[src/rtl/rsq_pkg.sv]
package rsq_pkg;
  localparam int unsigned FREQ_CODES = 4;
  typedef logic [1:0] freq_code_t;
endpackage

[src/rtl/rsq_por_sync.sv]
module rsq_por_sync #(
  parameter int unsigned STAGES = 2
) (
  input  logic clk,
  input  logic por_async,
  output logic por_sync
);
  logic [STAGES-1:0] chain;

  always_ff @(posedge clk or posedge por_async) begin
    if (por_async) chain <= '1;
    else           chain <= {chain[STAGES-2:0], 1'b0};
  end

  assign por_sync = chain[STAGES-1];
endmodule

[src/rtl/rsq_hold_timer.sv]
module rsq_hold_timer #(
  parameter int unsigned CNT_W = 21
) (
  input  logic             clk,
  input  logic             rst,
  input  logic [CNT_W-1:0] limit,
  output logic             active
);
  logic [CNT_W-1:0] cnt;

  always_ff @(posedge clk) begin
    if (rst) begin
      cnt    <= '0;
      active <= 1'b1;
    end else if (active) begin
      if (cnt == limit - 1'b1) active <= 1'b0;
      else                     cnt    <= cnt + 1'b1;
    end
  end
endmodule

[src/rtl/rsq_clk_div.sv]
module rsq_clk_div #(
  parameter int unsigned LOG_SLOW = 2,
  parameter int unsigned LOG_FAST = 1
) (
  input  logic clk,
  input  logic rst,
  input  logic fast,
  output logic clk_o
);
  logic [LOG_SLOW-1:0] cnt;
  logic [LOG_SLOW-1:0] cnt_nxt;

  assign cnt_nxt = cnt + 1'b1;

  always_ff @(posedge clk) begin
    if (rst) begin
      cnt   <= '0;
      clk_o <= 1'b0;
    end else begin
      cnt   <= cnt_nxt;
      clk_o <= fast ? cnt_nxt[LOG_FAST-1] : cnt_nxt[LOG_SLOW-1];
    end
  end
endmodule

[src/rtl/startup_reset_ctrl.sv]
module startup_reset_ctrl
  import rsq_pkg::*;
#(
  parameter int unsigned HOLD_F0   = 524288,
  parameter int unsigned HOLD_F1   = 614400,
  parameter int unsigned HOLD_F2   = 1024000,
  parameter int unsigned HOLD_F3   = 1228800,
  parameter int unsigned LOG_SLOW  = 2,
  parameter int unsigned LOG_FAST  = 1,
  parameter int unsigned SYNC_STGS = 2
) (
  input  logic       clk,
  input  logic       por_in,
  input  logic       remote_rst,
  input  logic [1:0] freq_sel,
  input  logic       half_div,
  output logic       clk_out,
  output logic       core_rst,
  output logic       mode_rst,
  output logic       halt_flag
);
  localparam int unsigned MAX01   = (HOLD_F0 > HOLD_F1) ? HOLD_F0 : HOLD_F1;
  localparam int unsigned MAX23   = (HOLD_F2 > HOLD_F3) ? HOLD_F2 : HOLD_F3;
  localparam int unsigned HOLD_MX = (MAX01 > MAX23) ? MAX01 : MAX23;
  localparam int unsigned CNT_W   = $clog2(HOLD_MX + 1);

  logic             por_sync;
  logic             hold_active;
  logic [CNT_W-1:0] hold_limit;
  freq_code_t       code;

  assign code = freq_sel;

  always_comb begin
    case (code)
      2'd0:    hold_limit = CNT_W'(HOLD_F0);
      2'd1:    hold_limit = CNT_W'(HOLD_F1);
      2'd2:    hold_limit = CNT_W'(HOLD_F2);
      default: hold_limit = CNT_W'(HOLD_F3);
    endcase
  end

  rsq_por_sync #(.STAGES(SYNC_STGS)) u_sync (
    .clk       (clk),
    .por_async (por_in),
    .por_sync  (por_sync)
  );

  rsq_hold_timer #(.CNT_W(CNT_W)) u_hold (
    .clk    (clk),
    .rst    (por_sync),
    .limit  (hold_limit),
    .active (hold_active)
  );

  rsq_clk_div #(.LOG_SLOW(LOG_SLOW), .LOG_FAST(LOG_FAST)) u_div (
    .clk   (clk),
    .rst   (por_sync),
    .fast  (half_div),
    .clk_o (clk_out)
  );

  always_ff @(posedge clk) begin
    mode_rst  <= por_sync;
    core_rst  <= por_sync | hold_active | remote_rst;
    halt_flag <= por_sync | hold_active | remote_rst;
  end
endmodule

[config.mk]
export PLATFORM = sky130hd
export DESIGN_NAME = startup_reset_ctrl
export DESIGN_NICKNAME = d
export VERILOG_FILES = /design/src/rtl/rsq_pkg.sv /design/src/rtl/rsq_por_sync.sv /design/src/rtl/rsq_hold_timer.sv /design/src/rtl/rsq_clk_div.sv /design/src/rtl/startup_reset_ctrl.sv
export SDC_FILE = /design/constraint.sdc
export NUM_CORES = 1
export LEC_CHECK = 0
export BUFFER_PORTS_ARGS = -buffer_cell sky130_fd_sc_hd__buf_2
export CORE_MARGIN = 8
export CORE_UTILIZATION = 45
export CTS_BUF_LIST = sky130_fd_sc_hd__clkbuf_4 sky130_fd_sc_hd__clkbuf_8
export CTS_CLUSTER_SIZE = 14
export DETAILED_ROUTE_END_ITERATION = 10
export MAX_ROUTING_LAYER = met4
export PLACE_DENSITY_LB_ADDON = 0.12
export SYNTH_ARGS = -nofsm -noshare
export SYNTH_HDL_FRONTEND = slang
export SYNTH_SLANG_ARGS = --single-unit
[constraint.sdc]
create_clock -name clk -period 2 [get_ports clk]
set_clock_uncertainty 0.05 [all_clocks]
set_input_delay 0.2 -clock clk [delete_from_list [all_inputs] [get_ports clk]]
set_output_delay 0.2 -clock clk [all_outputs]
set_load 0.005 [all_outputs]
### Word-level counts from Yosys, hierarchy flattened

Cells that the tools add are included.

* $add $sub $neg: 3
* equal/unequal tests: 3
* mux-type cells: 4
* bitwise logic cells: 3
* reduce and logical (&&, ||, !) cells: 2

Operators by type and width (count)
* case mux 21 bit (3 select lines): 1
* adder 21 x 1 -> 21 bit (second input constant): 1
* equality test 21 bit: 1
* subtractor 21 x 1 -> 21 bit (second input constant): 1
* two-way mux 1 bit: 3
* adder 2 x 1 -> 2 bit (second input constant): 1
* equality test 2 x 1 -> 1 bit (second input constant): 1
* equality test 2 bit (second input constant): 1
* logical NOT 2 bit: 1
* bitwise OR 1 bit: 2
* AND reduction 2 bit: 1
* inverter 1 bit: 1

* register bits after elaboration: 29
* output and inout bits: 4
* logic and storage cells: 22

### Depth between registers and ports, before layout

Gate-level depths: netlist of run 1.

* depth in word-level cells: 6
* gate-level depth with buffers: 9
* gate-level depth less buffers: 7

### Hierarchy

From an unflattened synthesis of run 1, not the netlist that was laid out.

* cell total of the unflattened synthesis: 258
* area, all modules: 2074.5 µm²

Modules (own cells, without submodules)
* rsq_hold_timer: instances 1, cells an instance 230, area each 1785.5 µm², sequential area each 440.4 µm²
* startup_reset_ctrl: instances 1, cells an instance 15, area each 135.1 µm², sequential area each 40.0 µm²
* rsq_clk_div: instances 1, cells an instance 9, area each 93.8 µm², sequential area each 60.1 µm²
* rsq_por_sync: instances 1, cells an instance 4, area each 60.1 µm², sequential area each 52.6 µm²

### Worst setup path after synthesis of run 1

OpenSTA, ideal clock, no wires.

* path type: input to register
* from: input port freq_sel[0]
* to: register u_hold.cnt[1]
* library setup time: 128 ps
* arrival time: 1740 ps
* path slack: 83 ps
* cell stages on the path: 9
* path through: inv_1 -> ha_1 -> nor3b_2 -> o2111ai_1 -> o31ai_1 -> buf_2 -> buf_4 -> mux2i_1 -> nor2_1

* longest elaborated chain between the ends: 6

Ends and longest elaborated chain
* start, declared: RTL line startup_reset_ctrl.sv:15 `input logic [1:0] freq_sel,`
* equality test 2 bit, or another cell as far along: RTL line startup_reset_ctrl.sv:35 `case (code)`
* case mux 21 bit (3 select lines) *: RTL line startup_reset_ctrl.sv:35
* subtractor 21 x 1 -> 21 bit *: RTL line rsq_hold_timer.sv:16 `if (cnt == limit - 1'b1) active <= 1'b0;`
* equality test 21 bit *: RTL line rsq_hold_timer.sv:16
* inverter 1 bit (no source line) *
* AND reduction 2 bit (no source line) *
* end signal, assigned: RTL line rsq_hold_timer.sv:17 `else cnt <= cnt + 1'b1;`
* end, declared: RTL line rsq_hold_timer.sv:9 `logic [CNT_W-1:0] cnt;`

Every way passes the cells marked *; elsewhere a longest branch is shown, timed or not.
A chain may end at the register's enable or synchronous reset.

### Worst setup path after layout of run 1

* from: register u_hold.cnt[15]
* to: register u_hold.cnt[20]

* longest elaborated chain between the ends: 3

Ends and longest elaborated chain
* branches (longest 3 deep; another with adder 21 x 1 -> 21 bit)

Several ways; the timed one is not identified.

==> flow_summary.yaml, run 1 <==
status:
  run_status: "finished, final reports clean"
detailed_routing:
  post_drt_via_cell_ratio: 5.20
  drc: 0
  routed_wl_um: 2850
  drtIter0Drc: 103
  wire_per_inst_um: 12.3
  ant_nets: 0
  vias: 1206
  drt_first_pass_iters: 4
pwr:
  p_sw_mw: 0.225
  p_per_area_nw_per_um2: 608
  pwr-share-comb_pct: 5.6
  clkPwrFrac_pct: 36.2
  p_seq_share_pct: 58.2
  p_leak_nw: 0.662
  finalPower_mw: 1.05
  p_int_mw: 0.827
  peakVddDrop_uv: 374
  p_sw_share_pct: 21.4
grt:
  grt_util_all_layers_pct: 12.2
  grt_pass1_vias: 1181
  grt_max_degree: 28
  grt_pass1_wl_um: 5010
  grt-ovfl-total: 0
  antenna_found_initial: 0
setup_path:
  r2r_start: "u_hold.cnt[15]"
  cp.arrival_ps: 2090
  rr_endpoint: "u_hold.cnt[20]"
  startpoint_type: "flop"
  r2r_cells: 5
  r2r_setup_slack_ps: 90
  crit_start: "u_hold.cnt[15]"
  crit_type: "flop to flop"
  cp_max_fo: 6
  end_kind: "flop"
  crit_required_ps: 2190
final_layout:
  drive_gt1_share_pct: 27.7
  antenna-diode-count: 0
  final_cells: 232
  nets: 198
  final_core_util_pct: 56.2
  area_growth_pct: 18.7
logic_synthesis:
  netlist_instances: 163
  synth-compound-area-share_pct: 11.2
  synth_top_family_by_area: "simple AND/OR/NAND/NOR gates"
  yosysUniqueCellTypes: 40
  synth_fa_ha_area_share_pct: 4.29
  synth_largest_area_cell: "dfxtp_1"
  synth-seq-cells: 29
  yosysSeqAreaShare_pct: 40.7
  synthSimpleGateAreaFrac_pct: 29.8
  syn_area_per_cell_um2: 8.94
  ys_warn_count: 0
  syn_area_um2: 1460
  synth_top_area_share_pct: 37.1
  synth_nets: 174
  yosys.area_share.xor_xnor_pct: 4.21
  yosys-top-cells-area: "dfxtp_1, mux2_2, a21oi_1"
  synth_mux_area_share_pct: 5.32
floorplan:
  core_area_um2: 3080
  die_h_um: 72.9
  ioPinCount: 10
  rows: 20
  dieWidth_um: 72.9
  start_util_pct: 47.4
  die_area_um2: 5320
sta:
  fin_crit_ps: 1910
  drv_slew: 0
  tns_ps: 0
  post-route-period-util_pct: 95.3
  rsz0062_at_grt: "no"
  setup_violations: 0
  hold_violations: 0
  max_freq_mhz: 525
placed_design:
  placed_cells: 223
  port_buffers: 9
  hpwl_um: 2100
  gp_congestion: 0.809
min_path:
  worstHoldStart: "remote_rst"
  whs_endpoint: "halt_flag"
  hp-class: "input port to flop"
  min_delay_path_depth: 2
clock_network:
  clk_latency_ps: 310
  clockRootBuffer: "clkbuf_4"
  cts_made_buffers: 5
  ctsLongestPathBuffers: 2
  htree_levels: 2
  path_clk_slew_ps: 80
  cts_tree: "built"
  cts.sinks: 29
run:
  drv_cap: 0
timing repair:
item,4_1_cts,5_1_grt
endpoints found under the setup margin,1,15
hold buffers,1,0
endpoints found under the hold margin,2,0
gates cloned,0,0
buffers inserted,0,0
gates resized for setup,1,5
cells in the final DEF (no fill, tap or decap), types with 2 or more instances in the layout:
| cell | count |
|---|---|
| dfxtp_1 | 24 |
| or4_1 | 5 |
| or3_1 | 6 |
| a21oi_1 | 12 |
| and3_1 | 3 |
| o31ai_1 | 6 |
| o21ai_0 | 6 |
| nor3_1 | 3 |
| nor2_1 | 17 |
| buf_4 | 14 |
| ha_1 | 5 |
| mux2_2 | 6 |
| and3b_1 | 2 |
| nand4_1 | 2 |
| nand3_1 | 8 |
| dfstp_2 | 2 |
| clkbuf_4 | 7 |
| nor2b_1 | 4 |
| nand2_1 | 6 |
| buf_2 | 9 |
| dfxtp_2 | 3 |
| xor2_1 | 4 |
| inv_1 | 7 |
| nor4_1 | 4 |
| xnor2_1 | 3 |
stage by stage:
step / instance area [µm²] / hold slack (ps) / worst slack (ps)
6_report: 1730 / 21.9 / 93.8
5_1_grt: 1730 / 8.26 / 0.558
4_1_cts: 1720 / 11.1 / 16.7
3_5_place_dp: 1630 / 171 / -157
3_3_place_gp: 1630 / 165 / -64.6
2_1_floorplan: 1460 / 61.5 / 82.6
kinds of logic after synthesis:
group / count (synthesis)
buf+inv: 14
xor+xnor: 7
mux: 7
fa+ha+maj: 5
other cells: 1
compound gates: 28
flops: 29
simple gates: 72
area by class of cell:
class                   instances  area, µm²
well taps                      44       55.1
repair buffers                 24        160
inverters                       7       26.3
fillers                       293       1350
flip-flops and latches         29        597
clock buffers                   8       66.3
multi-input cells             120        826
worst max-delay path, stage by stage, from the launching register on:
cell     delay [ps]
dfxtp_1         430
nand4_1         140
or2_1           250
or3_4           350
or4_1           470
a21oi_1         140
Yosys cell counts (all sizes together):
| library cell | n |
|---|---|
| nand4 | 2 |
| a21oi | 13 |
| nand2 | 6 |
| o31ai | 7 |
| or2 | 1 |
| nor3b | 1 |
| nor2b | 4 |
| conb | 1 |
| xor2 | 4 |
| nor3 | 3 |
| or4 | 6 |
| and3b | 2 |
| a31oi | 1 |
| or3 | 8 |
| mux2i | 1 |
| and4 | 2 |
| ha | 5 |
| nor4bb | 1 |
| nand3 | 9 |
| mux2 | 6 |
| buf | 4 |
| o2111ai | 1 |
| and2 | 1 |
| dfstp | 2 |
| nor2 | 17 |
| clkbuf | 3 |
| and3 | 3 |
| inv | 7 |
| nand2b | 1 |
| xnor2 | 3 |
| dfxtp | 27 |
| nor4 | 5 |
| o21ai | 6 |
worst max path at each step:
stage,endpoint,slack (ps),cells after the start
2_1_floorplan,u_hold.cnt[1],80,9
3_3_place_gp,u_hold.cnt[18],-60,8
3_5_place_dp,u_hold.cnt[10],-160,9
4_1_cts,u_hold.cnt[18],20,5
5_1_grt,u_hold.cnt[20],0.6,5
6_report,u_hold.cnt[20],90,5
power by group through the flow:
stage	sequential (mW)	clock [mW]	combinational, mW
after floorplan	0.617	0	0.0386
after global placement	0.624	0	0.0543
after detailed placement	0.625	0	0.0569
after CTS	0.612	0.400	0.0593
after global routing	0.616	0.430	0.0669
final	0.612	0.381	0.0591
sequential cells by signal, indices dropped and copies added, names as in the netlist:
name	count
u_sync.chain	2
mode_rst	1
u_hold.active	1
u_hold.cnt	21
u_div.clk_o	1
u_div.cnt	2
halt_flag	1
per-layer routing:
metal	vias up	GRT usage, %	wire length, µm
met2	22	19.4	1300
li1	639	-	-
met3	4	4.26	140
met5	-	-	0
met4	0	4.00	29
met1	541	13.9	1380
(Power assumes the default switching activity.)
==> run 2, diff against run 1 <==
BUFFER_PORTS_ARGS = -buffer_cell sky130_fd_sc_hd__buf_4   (was -buffer_cell sky130_fd_sc_hd__buf_2)
==> run 2 against run 1 <==
Cell count unchanged. Sequential cell count unchanged. Clock power increased by 6.0%. Power increased by 3.0%. Count of clock-buffer cells in the layout unchanged. Critical endpoint unchanged. Combinational power increased by 15%. Die area unchanged. Critical path depth unchanged. Critical path type unchanged.
==> flow_summary.yaml, run 2 (same netlist as run 1, synthesis figures left out) <==
detailed_routing:
  post_drt_via_cell_ratio: 5.44
  drc: 0
  wire_per_inst_um: 13.5
  drt_first_pass_iters: 4
  drtIter0Drc: 106
  routed_wl_um: 3140
  ant_nets: 0
  vias: 1263
clock_network:
  clockRootBuffer: "clkbuf_4"
  ctsLongestPathBuffers: 2
  clk_latency_ps: 330
  cts_tree: "built"
  cts_made_buffers: 5
  post_cts_buffers: 0
  cts.sinks: 29
  path_clk_slew_ps: 100
  htree_levels: 2
min_path:
  min_delay_path_depth: 4
  worstHoldStart: "half_div"
  hp-class: "input port to flop"
  whs_endpoint: "u_div.clk_o"
final_layout:
  drive_gt1_share_pct: 28.2
  seq_area_um2: 596
  fillCellCount: 302
  antenna-diode-count: 0
  final_core_util_pct: 57.8
  multi_input_area_um2: 847
  final_common_cell: "dfxtp_1"
  nets: 198
  area_growth_pct: 22.1
  top_register: "u_hold.cnt"
  largest_register_ffs: 21
  final_cell_mix: "dfxtp_1, buf_4, nor2_1"
  top_regs: "u_hold.cnt x21, u_div.cnt x2, u_sync.chain x2"
  fin_area_um2: 1780
grt:
  grt_util_all_layers_pct: 13.4
  antenna_found_initial: 0
  grt-ovfl-total: 0
  grt_util_met3_pct: 3.98
  use_met2_pct: 21.8
  grt_pass1_wl_um: 5480
  grt_max_degree: 26
  top_usage_layer: "met2"
  use_met1_pct: 14.2
  grt_pass1_vias: 1273
placed_design:
  hpwl_um: 2270
  gp_congestion: 0.794
  dpl-instance-area_um2: 1650
  port_buffers: 9
sta:
  rsz0062_at_grt: "yes"
  fin_crit_ps: 1900
  post-route-period-util_pct: 94.9
  tns_ps: 0
  setup_violations: 0
  hold_violations: 0
  drv_slew: 0
  max_freq_mhz: 527
floorplan:
  dieWidth_um: 72.9
  start_util_pct: 47.4
  rows: 20
  die_area_um2: 5320
  ioPinCount: 10
  core_area_um2: 3080
  die_h_um: 72.9
setup_path:
  crit_type: "flop to flop"
  rr_endpoint: "u_hold.cnt[20]"
  end_kind: "flop"
  r2r_cells: 5
  r2r_start: "u_hold.cnt[16]"
  cp.arrival_ps: 2120
  crit_required_ps: 2220
  r2r_setup_slack_ps: 100
  cp_max_fo: 4
  startpoint_type: "flop"
pwr:
  p_leak_nw: 0.673
  peakVddDrop_uv: 411
  p_per_area_nw_per_um2: 609
run:
  drv_cap: 0
status:
  run_status: "finished, final reports clean"
## run 2: changes by cell type in the layout (fill, tap and decap cells not counted)
cell | previous run | this run
dlygate4sd3_1 | 1 | 2
nand3_4 | 1 | 2
nand2_2 | 0 | 1
dfxtp_1 | 24 | 25
nand2_1 | 6 | 5
buf_2 | 9 | 0
buf_6 | 0 | 1
o2111ai_1 | 1 | 0
buf_4 | 14 | 21
nand3_1 | 8 | 7
dfxtp_2 | 3 | 2
o2111ai_2 | 0 | 1
## run 2: routing by layer
metal | part of all wire, % | up-vias
li1 | - | 632
met1 | 43 | 592
met2 | 50 | 28
met3 | 4.6 | 11
met4 | 2.7 | 0
met5 | 0 | -
## run 2: worst max path at each step
stage,start,endpoint,slack [ps],depth (start not counted)
after detailed placement,freq_sel[0],u_hold.cnt[11],-140,9
after global routing,u_hold.cnt[0],u_hold.cnt[1],-7,8
after global placement,freq_sel[0],u_hold.cnt[18],-60,8
final,u_hold.cnt[16],u_hold.cnt[20],100,5
after CTS,u_hold.cnt[2],u_hold.cnt[13],50,4
after floorplan,freq_sel[0],u_hold.cnt[1],80,9
## run 2: power breakdown
part / switching [mW] / leakage (nW) / total [mW] / internal (mW)
sequential: 0.0175 / 0.241 / 0.611 / 0.594
clock: 0.204 / 0.0394 / 0.404 / 0.200
combinational: 0.0297 / 0.392 / 0.0678 / 0.0381
total: 0.251 / 0.673 / 1.08 / 0.832
## run 2: layout make-up
class	instances	area share, %
multi-input cells	120	47.6
flip-flops and latches	29	33.5
repair buffers	24	10.6
clock buffers	8	3.73
well taps	44	3.09
inverters	7	1.48
## run 2: worst max-delay path, stage by stage, from the launching register on
cell,delay (ps)
dfxtp_1,410
nand4_1,130
or2_1,260
or3_4,360
or4_1,480
a21oi_1,150
## run 2: timing repair
item                                    in CTS  in global routing
endpoints found under the hold margin        3                  0
endpoints found under the setup margin       0                 12
resized for setup                            0                 10
hold buffers                                 2                  0
## run 2: through the flow
stage | power (mW) | instances | hold slack [ps] | setup WS [ps]
after floorplan | 0.655 | 163 | 61.5 | 82.6
after global placement | 0.683 | 222 | 178 | -64.3
after detailed placement | 0.690 | 222 | 187 | -137
after CTS | 1.09 | 232 | 160 | 53.3
after global routing | 1.13 | 232 | 198 | -6.89
final | 1.08 | 232 | 161 | 101
==> run 3, diff against run 2 <==
ABC_AREA = 1   (was not set)
==> run 3 against run 2 <==
Sequential power barely moved. Final area rose by 17%. Cell count up 49%. Combinational power about the same. Synthesized cell count rose by 72%. Power up 22%. Highest routed layer unchanged.
==> flow_summary.yaml, run 3 <==
pwr:
  peakVddDrop_uv: 560
  pwr-share-comb_pct: 5.1
  p_leak_nw: 0.846
  p_per_area_nw_per_um2: 633
  p_seq_share_pct: 46.2
  p_sw_mw: 0.271
  clkPwrFrac_pct: 48.7
  finalPower_mw: 1.32
  p_int_mw: 1.05
  p_sw_share_pct: 20.6
setup_path:
  critPathBufInv: 1
  cp_slowest_cell: "dfxtp_1"
  end_kind: "flop"
  slowest_delay_ps: 340
  cp.arrival_ps: 1950
  crit_type: "flop to flop"
  path_cells: "ha_1 > nand3_2 > inv_2 > nand2_1 > nor2_1 > nand2_1 > nor2_1 > nor2_1 > nand2_1 > a21oi_2"
  cp_max_fo: 5
  startpoint_type: "flop"
  cp_top_family: "simple AND/OR/NAND/NOR gates"
  crit_required_ps: 2170
logic_synthesis:
  yosysUniqueCellTypes: 27
  synth_nets: 291
  ys_warn_count: 0
  yosys-top-cells-count: "nand2_1, nor2_1, nand3_1, dfxtp_1, inv_1"
  async_reset_ff_share_pct: 6.90
  synth_top_area_share_pct: 29.6
  yosysMostFrequentCell: "nand2_1"
  yosysSeqAreaShare_pct: 32.5
  synth_edf_count: 0
  syn_area_um2: 1830
  synthFlopType: "dfxtp_1"
  synth-seq-cells: 29
  syn_area_per_cell_um2: 6.52
  yosys-top-cells-area: "dfxtp_1, nand2_1, nand3_1"
  synth_largest_area_cell: "dfxtp_1"
  netlist_instances: 280
final_layout:
  final_common_cell: "nand2_1"
  fin_area_um2: 2080
  final_core_util_pct: 52.8
  antenna-diode-count: 0
  drive_gt1_share_pct: 13.9
  top_register: "u_hold.cnt"
  nets: 306
  largest_register_ffs: 21
  top_regs: "u_hold.cnt x21, u_div.cnt x2, u_sync.chain x2"
  area_growth_pct: 14.1
  fillCellCount: 409
  final_cell_mix: "nand2_1, nor2_1, nand3_1"
clock_network:
  cts.sinks: 29
  clockRootBuffer: "clkbuf_8"
  cts_made_buffers: 5
  htree_levels: 2
  cts_tree: "built"
  ctsResizeCount: 0
  path_clk_slew_ps: 70
  clk_latency_ps: 280
  ctsLongestPathBuffers: 2
sta:
  setup_violations: 0
  fin_ws_ps: 213
  post-route-period-util_pct: 89.3
  hold_violations: 0
  rsz0062_at_grt: "no"
  drv_slew: 0
  tns_ps: 0
  fin_crit_ps: 1790
  max_freq_mhz: 560
detailed_routing:
  wire_per_inst_um: 11.9
  post_drt_via_cell_ratio: 4.92
  routed_wl_um: 4120
  drt_first_pass_iters: 4
  vias: 1702
  drtIter0Drc: 93
  drc: 0
  ant_nets: 0
floorplan:
  die_area_um2: 6350
  start_util_pct: 46.3
  dieWidth_um: 79.7
  die_h_um: 79.7
  rows: 23
  core_area_um2: 3940
  ioPinCount: 10
placed_design:
  dpl-instance-area_um2: 1950
  dp_slack_ps: 215
  gp_congestion: 0.863
  port_buffers: 9
  hpwl_um: 3130
status:
  run_status: "finished, final reports clean"
grt:
  grt_util_all_layers_pct: 14.7
  grt_pass1_wl_um: 7270
  grt_max_degree: 22
  grt-ovfl-total: 0
  grt_pass1_vias: 1646
  antenna_found_initial: 0
run:
  drv_cap: 0
min_path:
  hp-class: "input port to flop"
run 3: cell types whose count changed in the layout (fill, tap and decap cells not counted), sizes merged, moves of 5 or more:
cell   previous run  this run
a21oi            13        19
buf              22        17
inv               7        27
mux2              6         0
nand2             6        89
nand3             9        32
nor2             17        42
nor4              5         0
o31ai             7         0
or3               8         0
or4               6         0
run 3: per-stage QoR:
step | cells | hold slack, ps
finish | 346 | 39.9
CTS | 346 | 34.7
detailed placement | 337 | 190
global route | 346 | 41.9
floorplan | 280 | 61.5
global placement | 337 | 189
run 3: worst paths after layout:
path | startpoint | endpoint | slack [ps] | cells past startpoint
setup / recovery | u_hold.cnt[1] | u_hold.cnt[20] | 210 | 10
hold / removal | remote_rst | halt_flag | 40 | 3
setup reg to reg | u_hold.cnt[1] | u_hold.cnt[20] | 210 | 10
hold reg to reg | u_sync.chain[0] | u_sync.chain[1] | 300 | 0
max in group asynchronous | por_in | u_sync.chain[0] | 1420 | 3
min in group asynchronous | por_in | u_sync.chain[1] | 460 | 3
run 3: final cells by class:
class | instances | area [µm²] | share of cell area, %
Multi-Input combinational cell | 214 | 1070 | 51.3
Sequential cell | 29 | 593 | 28.5
Timing Repair Buffer | 18 | 138 | 6.61
Inverter | 27 | 101 | 4.87
Clock buffer | 7 | 90.1 | 4.33
Tap cell | 50 | 62.6 | 3.00
Clock inverter | 1 | 30.0 | 1.44
run 3: repair_timing:
| item | 4_1_cts | 5_1_grt |
|---|---|---|
| hold buffers | 1 | 0 |
| endpoints found under the hold margin | 2 | 0 |
| buffers inserted | 0 | 0 |
run 3: kinds of logic (layout without fill, tap and decap cells):
| kind of cell | count (synthesis) | in the layout | synth area share [%] |
|---|---|---|---|
| other | 1 | 1 | 0.205 |
| adder cells (fa/ha/maj) | 5 | 5 | 3.43 |
| flip-flops | 29 | 29 | 32.5 |
| XOR/XNOR | 12 | 12 | 5.76 |
| buffers and inverters | 37 | 53 | 9.05 |
| AO/OA/AOI/OAI | 24 | 24 | 7.20 |
| AND/OR/NAND/NOR | 172 | 172 | 41.9 |
run 3: power groups by stage:
| stage | sequential, mW | combinational, mW | clock, mW |
|---|---|---|---|
| 2_1_floorplan | 0.616 | 0.0409 | 0 |
| 3_3_place_gp | 0.621 | 0.0654 | 0 |
| 3_5_place_dp | 0.621 | 0.0662 | 0 |
| 4_1_cts | 0.609 | 0.0683 | 0.662 |
| 5_1_grt | 0.610 | 0.0784 | 0.690 |
| 6_report | 0.609 | 0.0676 | 0.641 |
run 3: routing by layer:
layer  GRT usage, %  wire length [µm]  share of wire (%)
met5              -                 0                  0
met4           3.89                29               0.70
met3           3.94               123                3.0
met2           24.1              1900                 46
met1           17.2              2070                 50
run 3: worst min-delay path: stages:
cell and delay [ps]:
buf_4 80, nor2_1 30, nand2_1 40
